--- config.mk ---
export PLATFORM = sky130hd
export DESIGN_NAME = bus_hold_arbiter
export DESIGN_NICKNAME = d
export VERILOG_FILES = /design/src/rtl/bus_hold_pkg.sv /design/src/rtl/bus_hold_next.sv /design/src/rtl/bus_hold_outputs.sv /design/src/rtl/bus_hold_arbiter.sv
export SDC_FILE = /design/constraint.sdc
export NUM_CORES = 1
export LEC_CHECK = 0
export BUFFER_PORTS_ARGS = -buffer_cell sky130_fd_sc_hd__buf_2
export CORE_AREA = 2 2 39 41
export DETAILED_ROUTE_END_ITERATION = 10
export DIE_AREA = 0 0 41 43
export SYNTH_ARGS = -nofsm -noshare
export SYNTH_HDL_FRONTEND = slang
export SYNTH_HIERARCHICAL = 1
export SYNTH_SLANG_ARGS = --single-unit
--- constraint.sdc ---
create_clock -name clk -period 1.7 [get_ports clk]
set_clock_uncertainty 0.05 [all_clocks]
set_input_delay 0.255 -clock clk [delete_from_list [all_inputs] [get_ports clk]]
set_output_delay 0.255 -clock clk [all_outputs]
set_load 0.02 [all_outputs]
--- src/rtl/bus_hold_pkg.sv ---
package bus_hold_pkg;

    typedef enum logic [2:0] {
        ST_IDLE     = 3'd0,
        ST_WAIT_END = 3'd1,
        ST_HOLD     = 3'd2,
        ST_RECLAIM  = 3'd3,
        ST_REFRESH  = 3'd4
    } hold_state_t;

endpackage

--- src/rtl/bus_hold_next.sv ---
module bus_hold_next
    import bus_hold_pkg::*;
(
    input  hold_state_t cur_st,
    input  logic        hold_req,
    input  logic        cycle_busy,
    input  logic        refresh_req,
    output hold_state_t nxt_st
);

    always_comb begin
        nxt_st = cur_st;
        unique case (cur_st)
            ST_IDLE: begin
                if (refresh_req)   nxt_st = ST_REFRESH;
                else if (hold_req) nxt_st = ST_WAIT_END;
            end
            ST_WAIT_END: begin
                if (refresh_req)      nxt_st = ST_REFRESH;
                else if (!hold_req)   nxt_st = ST_IDLE;
                else if (!cycle_busy) nxt_st = ST_HOLD;
            end
            ST_HOLD: begin
                if (refresh_req)    nxt_st = ST_RECLAIM;
                else if (!hold_req) nxt_st = ST_IDLE;
            end
            ST_RECLAIM: begin
                if (!hold_req) nxt_st = ST_IDLE;
            end
            ST_REFRESH: begin
                if (!refresh_req) nxt_st = ST_IDLE;
            end
            default: nxt_st = ST_IDLE;
        endcase
    end

endmodule

--- src/rtl/bus_hold_outputs.sv ---
module bus_hold_outputs
    import bus_hold_pkg::*;
#(
    parameter int NUM_CS = 8
) (
    input  hold_state_t       cur_st,
    input  logic              rst_n,
    input  logic [NUM_CS-1:0] cs_n_in,
    output logic              hold_ack,
    output logic              bus_float,
    output logic              dir_float,
    output logic              refresh_gnt,
    output logic [NUM_CS-1:0] cs_n_out
);

    logic in_hold;

    always_comb begin
        in_hold     = 1'b0;
        refresh_gnt = 1'b0;
        unique case (cur_st)
            ST_IDLE:     ;
            ST_WAIT_END: ;
            ST_HOLD:     in_hold = 1'b1;
            ST_RECLAIM:  ;
            ST_REFRESH:  refresh_gnt = 1'b1;
            default:     ;
        endcase
        hold_ack  = in_hold;
        bus_float = in_hold;
        dir_float = in_hold | ~rst_n;
    end

    for (genvar i = 0; i < NUM_CS; i++) begin : g_cs_gate
        assign cs_n_out[i] = cs_n_in[i] | in_hold;
    end

endmodule

--- src/rtl/bus_hold_arbiter.sv ---
module bus_hold_arbiter
    import bus_hold_pkg::*;
#(
    parameter int NUM_CS = 8
) (
    input  logic              clk,
    input  logic              rst_n,
    input  logic              hold_req,
    input  logic              cycle_busy,
    input  logic              refresh_req,
    input  logic [NUM_CS-1:0] cs_n_in,
    output logic              hold_ack,
    output logic              bus_float,
    output logic              dir_float,
    output logic              refresh_gnt,
    output logic [NUM_CS-1:0] cs_n_out
);

    hold_state_t state_q;
    hold_state_t state_d;

    bus_hold_next u_next (
        .cur_st      (state_q),
        .hold_req    (hold_req),
        .cycle_busy  (cycle_busy),
        .refresh_req (refresh_req),
        .nxt_st      (state_d)
    );

    always_ff @(posedge clk or negedge rst_n) begin
        if (!rst_n) state_q <= ST_IDLE;
        else        state_q <= state_d;
    end

    bus_hold_outputs #(.NUM_CS(NUM_CS)) u_out (
        .cur_st      (state_q),
        .rst_n       (rst_n),
        .cs_n_in     (cs_n_in),
        .hold_ack    (hold_ack),
        .bus_float   (bus_float),
        .dir_float   (dir_float),
        .refresh_gnt (refresh_gnt),
        .cs_n_out    (cs_n_out)
    );

endmodule

# After elaboration in Yosys (flattened, before gate mapping)
# Cells that the tools add are included.
[word_totals]
regBits = 3
input_bits = 13
output_inout_bits = 12
wordCells = 31
[classes]
eq_ne = 7
mux = 11
bitwise_logic = 10
n_reduce_logical = 2
[ops]
columns = ["op", "count"]
rows = [
  ["$mux W3", 8],
  ["$pmux W3 S5", 1],
  ["$or A1 B1 Y1", 9],
  ["$eq A3 B2 Y1 const B", 2],
  ["$ne A4 B4 Y1 const B", 1],
  ["$eq A3 B1 Y1 const B", 1],
  ["$eq A3 B3 Y1 const B", 1],
  ["$logic_not A3 Y1", 1],
  ["$ne A3 B3 Y1 const B", 1],
  ["$reduce_and A3 Y1", 1],
  ["$mux W1", 2],
  ["$ne A2 B2 Y1 const B", 1],
  ["$not A1 Y1", 1],
]

# Depth between registers and ports, before layout
[depth]
word_depth = 4
ltp_mapped = 3
mapped_depth_nobuf = 3

# Modules after synthesis
# Netlist, hierarchy kept.
[modules_own_cells]
columns = ["mod", "instances", "cells_each", "area_per_inst_um2", "seq_area_each_um2"]
rows = [
  ["bus_hold_outputs", 1, 12, 90.1, 0.0],
  ["bus_hold_next", 1, 12, 80.1, 0.0],
  ["bus_hold_arbiter", 1, 3, 75.1, 75.1],
]

# Worst setup path before layout
# Ideal clock, no wire load.
[synth_path]
path_type = "reg2out"
startpoint = "register state_q[0]"
endpoint = "output dir_float"
arrival_ps = 1142
required_ps = 1395
setup_slack_ps = 253
stages_incl_launch_ff = 3
n_path_buf = 0
path_cell_list = "dfrtp_1 nor3b_4 nand2b_1"
[synth_between]
elab_chain_cells = 3
[synth_rtl]
columns = ["item", "line_no", "source"]
rows = [
  ["from (decl)", "bus_hold_arbiter.sv:19", "hold_state_t state_q;"],
  ["from (signal assigned)", "bus_hold_arbiter.sv:32", "else state_q <= state_d;"],
  ["$eq A3 B2 Y1", "bus_hold_outputs.sv:21", "unique case (cur_st)"],
  ["$mux W1", "bus_hold_outputs.sv:21", ""],
  ["named net bus_float", "bus_hold_arbiter.sv:13", "output logic bus_float,"],
  ["$or A1 B1 Y1", "bus_hold_outputs.sv:31", "dir_float = in_hold | ~rst_n;"],
  ["to (decl)", "bus_hold_arbiter.sv:14", "output logic dir_float,"],
]
# The timed path passes the listed nets, and every way through them passes these cells.

# Final worst setup path
[layout_path]
startpoint = "register state_q[2]"
endpoint = "output dir_float"
[layout_between]
elab_chain_cells = 3
[layout_rtl]
columns = ["item", "line_no"]
rows = [
  ["$eq A3 B2 Y1", "bus_hold_outputs.sv:21"],
  ["$mux W1", "bus_hold_outputs.sv:21"],
  ["$or A1 B1 Y1", "bus_hold_outputs.sv:31"],
]
# No other way between the ends.

==> key figures <==
Min path
  • Hold WC Path Type: primary input to flop
  • Hold_sp: hold_req
  • Hold Path Sink: state_q[1]$_DFF_PN0_
  • Hold path depth: 3

Logic synthesis
  • Mux cell area share after synthesis: 0%
  • Net Count, Synth: 40
  • Synth Area in Simple Gates: 55.1%
  • Sequential-to-total area share from yosys stat: 30.6%
  • Compound-Gate Fraction of Synth Area: under 10%
  • Yosys warnings: 6
  • Netlist cell types: 16
  • Largest family of logic cells by synthesized area: simple AND/OR/NAND/NOR gates
  • Syn avg cell area: approximately 9.1 um2
  • Synth Register Bits: 3
  • Post-Synthesis Cells: 27
  • Xor and xnor area share after synthesis: 0%
  • Adder-cell share of the synthesized area: 0%
  • Mapped Area: 245 um2

STA
  • Fmax: 631 MHz
  • Worst slew margin: 82.8%
  • Setup_tns: 0 ps
  • Worst slew pin tran: ~260 ps
  • Final hold viol count: 0
  • Period utilization: 93.2%
  • Finish-stage setup viols: 0
  • Fin. max-slew vios: 0
  • RSZ-0062 raised after global routing: false
  • Final min period: 1580 ps

Clock tree
  • CTS Buf Count: 3
  • CTS tree: done
  • Setup Fix Bufs, Post-CTS: 0
  • CTS max path bufs: 2
  • Root Driver: clkbuf_4
  • Clk slew on worst S/H paths: 40 ps
  • H-tree depth: 1
  • Worst-skew pair later-pin latency: 230 ps
  • Clk sink count: 3

Setup path
  • Worst r2r path cells: 3
  • CP endpoint kind: output port
  • WS Path Type: flop to output port
  • Reg2reg setup slack: between 700 and 800 ps
  • Critical Path Source Type: flop
  • End of the worst register-to-register path: state_q[1]$_DFF_PN0_
  • CP max stage cell: dfrtp_1
  • Critical path data required time: 1390 ps
  • CP top delay family: flip-flops
  • Critical path fanouts, max: 6
  • CP Launch Point: state_q[2]$_DFF_PN0_
  • Worst EP arrival: 1280 ps
  • Crit path buf inv count: 1
  • CP Cell Sequence: nor3b_2, nand2b_1, buf_2
  • CP max stage delay: 450 ps
  • RR Startpoint: state_q[0]$_DFF_PN0_

Routing
  • Routed vias: roughly 300
  • WL/cell: ~9 um
  • Post-DRT Antenna Nets: 0
  • Final wirelength: 649 um
  • Via/cell ratio: 4.15
  • Initial drt markers: 2
  • DRC errors left: 0
  • Drt pass-1 iters: 4

Placed design
  • Dpl hpwl: 472 um
  • GP Congestion: 0.731
  • Post-place instance area: 378 um2
  • Count of input and output buffers: 24

Final layout
  • Most flops, register: state_q
  • Fill cells: about 160
  • Most frequent cells in the layout: buf_2, or2_1, clkbuf_4
  • Layout net count: 70
  • Top flop regs: state_q (3)
  • Number of diodes: 0
  • Final instance area: 429 um2
  • Commonest non-fill, non-tap cell in the layout: buf_2
  • Share of cells above drive strength 1: 58.9%
  • Layout area overhead: 75.0%
  • Max reg flops: 3

Global route
  • Tot GR Track Use: 7.15%
  • Gr ovfl total: 0
  • Largest net degree at the start of global routing: 12
  • Antenna violations before repair: 0
  • First-pass GRT wire length: 821 um
  • Vias in the first global route: approximately 250

Floorplan
  • I/O Pins: 25
  • Row count: 14
  • Total die area: 1760 um2
  • Die Height: 43 um
  • DIE WIDTH: 41 um
  • Initial Util: 17.7%
  • Core Region: ~1400 um2

Power
  • Worst vdd ir: 0.142 mV
  • Total power: 273 uW
  • Sw Ratio: 28.7%
  • PwrDens: 637 nW/um2
  • Sequential share of power: 30.3%
  • Combinational share of power: 24.8%
  • Lkg Pwr: approximately 0.22 nW
  • Clock group share of total power: 44.9%
  • Internal: 195 uW
  • Psw: 78.4 uW

Run status
  • Status: complete, no violations

Job
  • Max Cap Violations: 0
## layout make-up
cell class                 instances  area (um2)  share of cell area [%]
multi-input combinational         23         171                    39.9
timing repair buffer              25         130                    30.3
sequential                         3        77.6                    18.1
clock buffer                       4        26.3                    6.12
tap                               16        20.0                    4.66
inverter                           1        3.75                   0.875
## Yosys cell counts
| library cell | n | area, um2 |
|---|---|---|
| dfrtp_1 | 3 | 75.1 |
| nand2b_1 | 2 | 12.5 |
| nor2b_2 | 1 | 8.76 |
| inv_1 | 1 | 3.75 |
| nand2_1 | 1 | 3.75 |
| nor2_1 | 1 | 3.75 |
| nor3b_1 | 1 | 7.51 |
| a31oi_1 | 1 | 6.26 |
| nor3b_4 | 1 | 18.8 |
| nand3b_4 | 1 | 20.0 |
| or2_1 | 8 | 50.1 |
| nand3_1 | 2 | 10.0 |
| buf_4 | 1 | 7.51 |
| a21oi_1 | 1 | 5.00 |
| o21ai_0 | 1 | 5.00 |
| a211oi_1 | 1 | 7.51 |
## worst max path at each step
stage | endpoint | slack (ps) | cells after the start
final | dir_float | 120 | 3
after detailed placement | cs_n_out[5] | 270 | 3
after global routing | cs_n_out[3] | 30 | 3
after floorplan | dir_float | 250 | 2
after CTS | cs_n_out[5] | 20 | 3
after global placement | cs_n_out[4] | 320 | 3
## per-layer routing
| metal | GRT usage [%] | part of all wire [%] | vias to the layer above | routed length (um) |
|---|---|---|---|---|
| li1 | - | - | 150 | - |
| met1 | 6.49 | 38 | 124 | 247 |
| met2 | 10.9 | 46 | 25 | 296 |
| met3 | 2.09 | 16 | 0 | 105 |
| met4 | 8.00 | 0 | 0 | 0 |
| met5 | 0 | 0 | - | 0 |
## power by group through the flow
stage / sequential, mW / clock, mW / combinational, mW
final: 0.0829 / 0.123 / 0.0677
after detailed placement: 0.0821 / 0 / 0.0662
after global placement: 0.0820 / 0 / 0.0665
after floorplan: 0.0807 / 0 / 0.0373
after global routing: 0.0838 / 0.130 / 0.0760
after CTS: 0.0812 / 0.131 / 0.0681
## timing repair
action | in CTS | in global routing
endpoints found under the hold margin | 3 | 0
setup endpoints to repair | 0 | 9
gates resized for setup | 0 | 2
hold buffers | 1 | 0
## worst register-to-register path, cell delays in order (launching register included)
cell and delay, ps:
dfrtp_2 460, nor2b_2 150, o21ai_0 90, a21oi_1 150
## through the flow
stage          util, %  setup slack [ps]  hold WS [ps]  cells
2_1_floorplan        -               253         -90.6     27
3_3_place_gp      27.3               320          10.4     66
3_5_place_dp      27.3               273          8.51     66
4_1_cts           29.9              22.7           263     71
5_1_grt           31.0              31.9           280     72
6_report          31.0               116           266     72
## cells by family after synthesis
family	count (synthesis)
compound gates	4
flops	3
simple gates	18
buf+inv	2
Note: power is estimated with default switching activity, not from simulation.
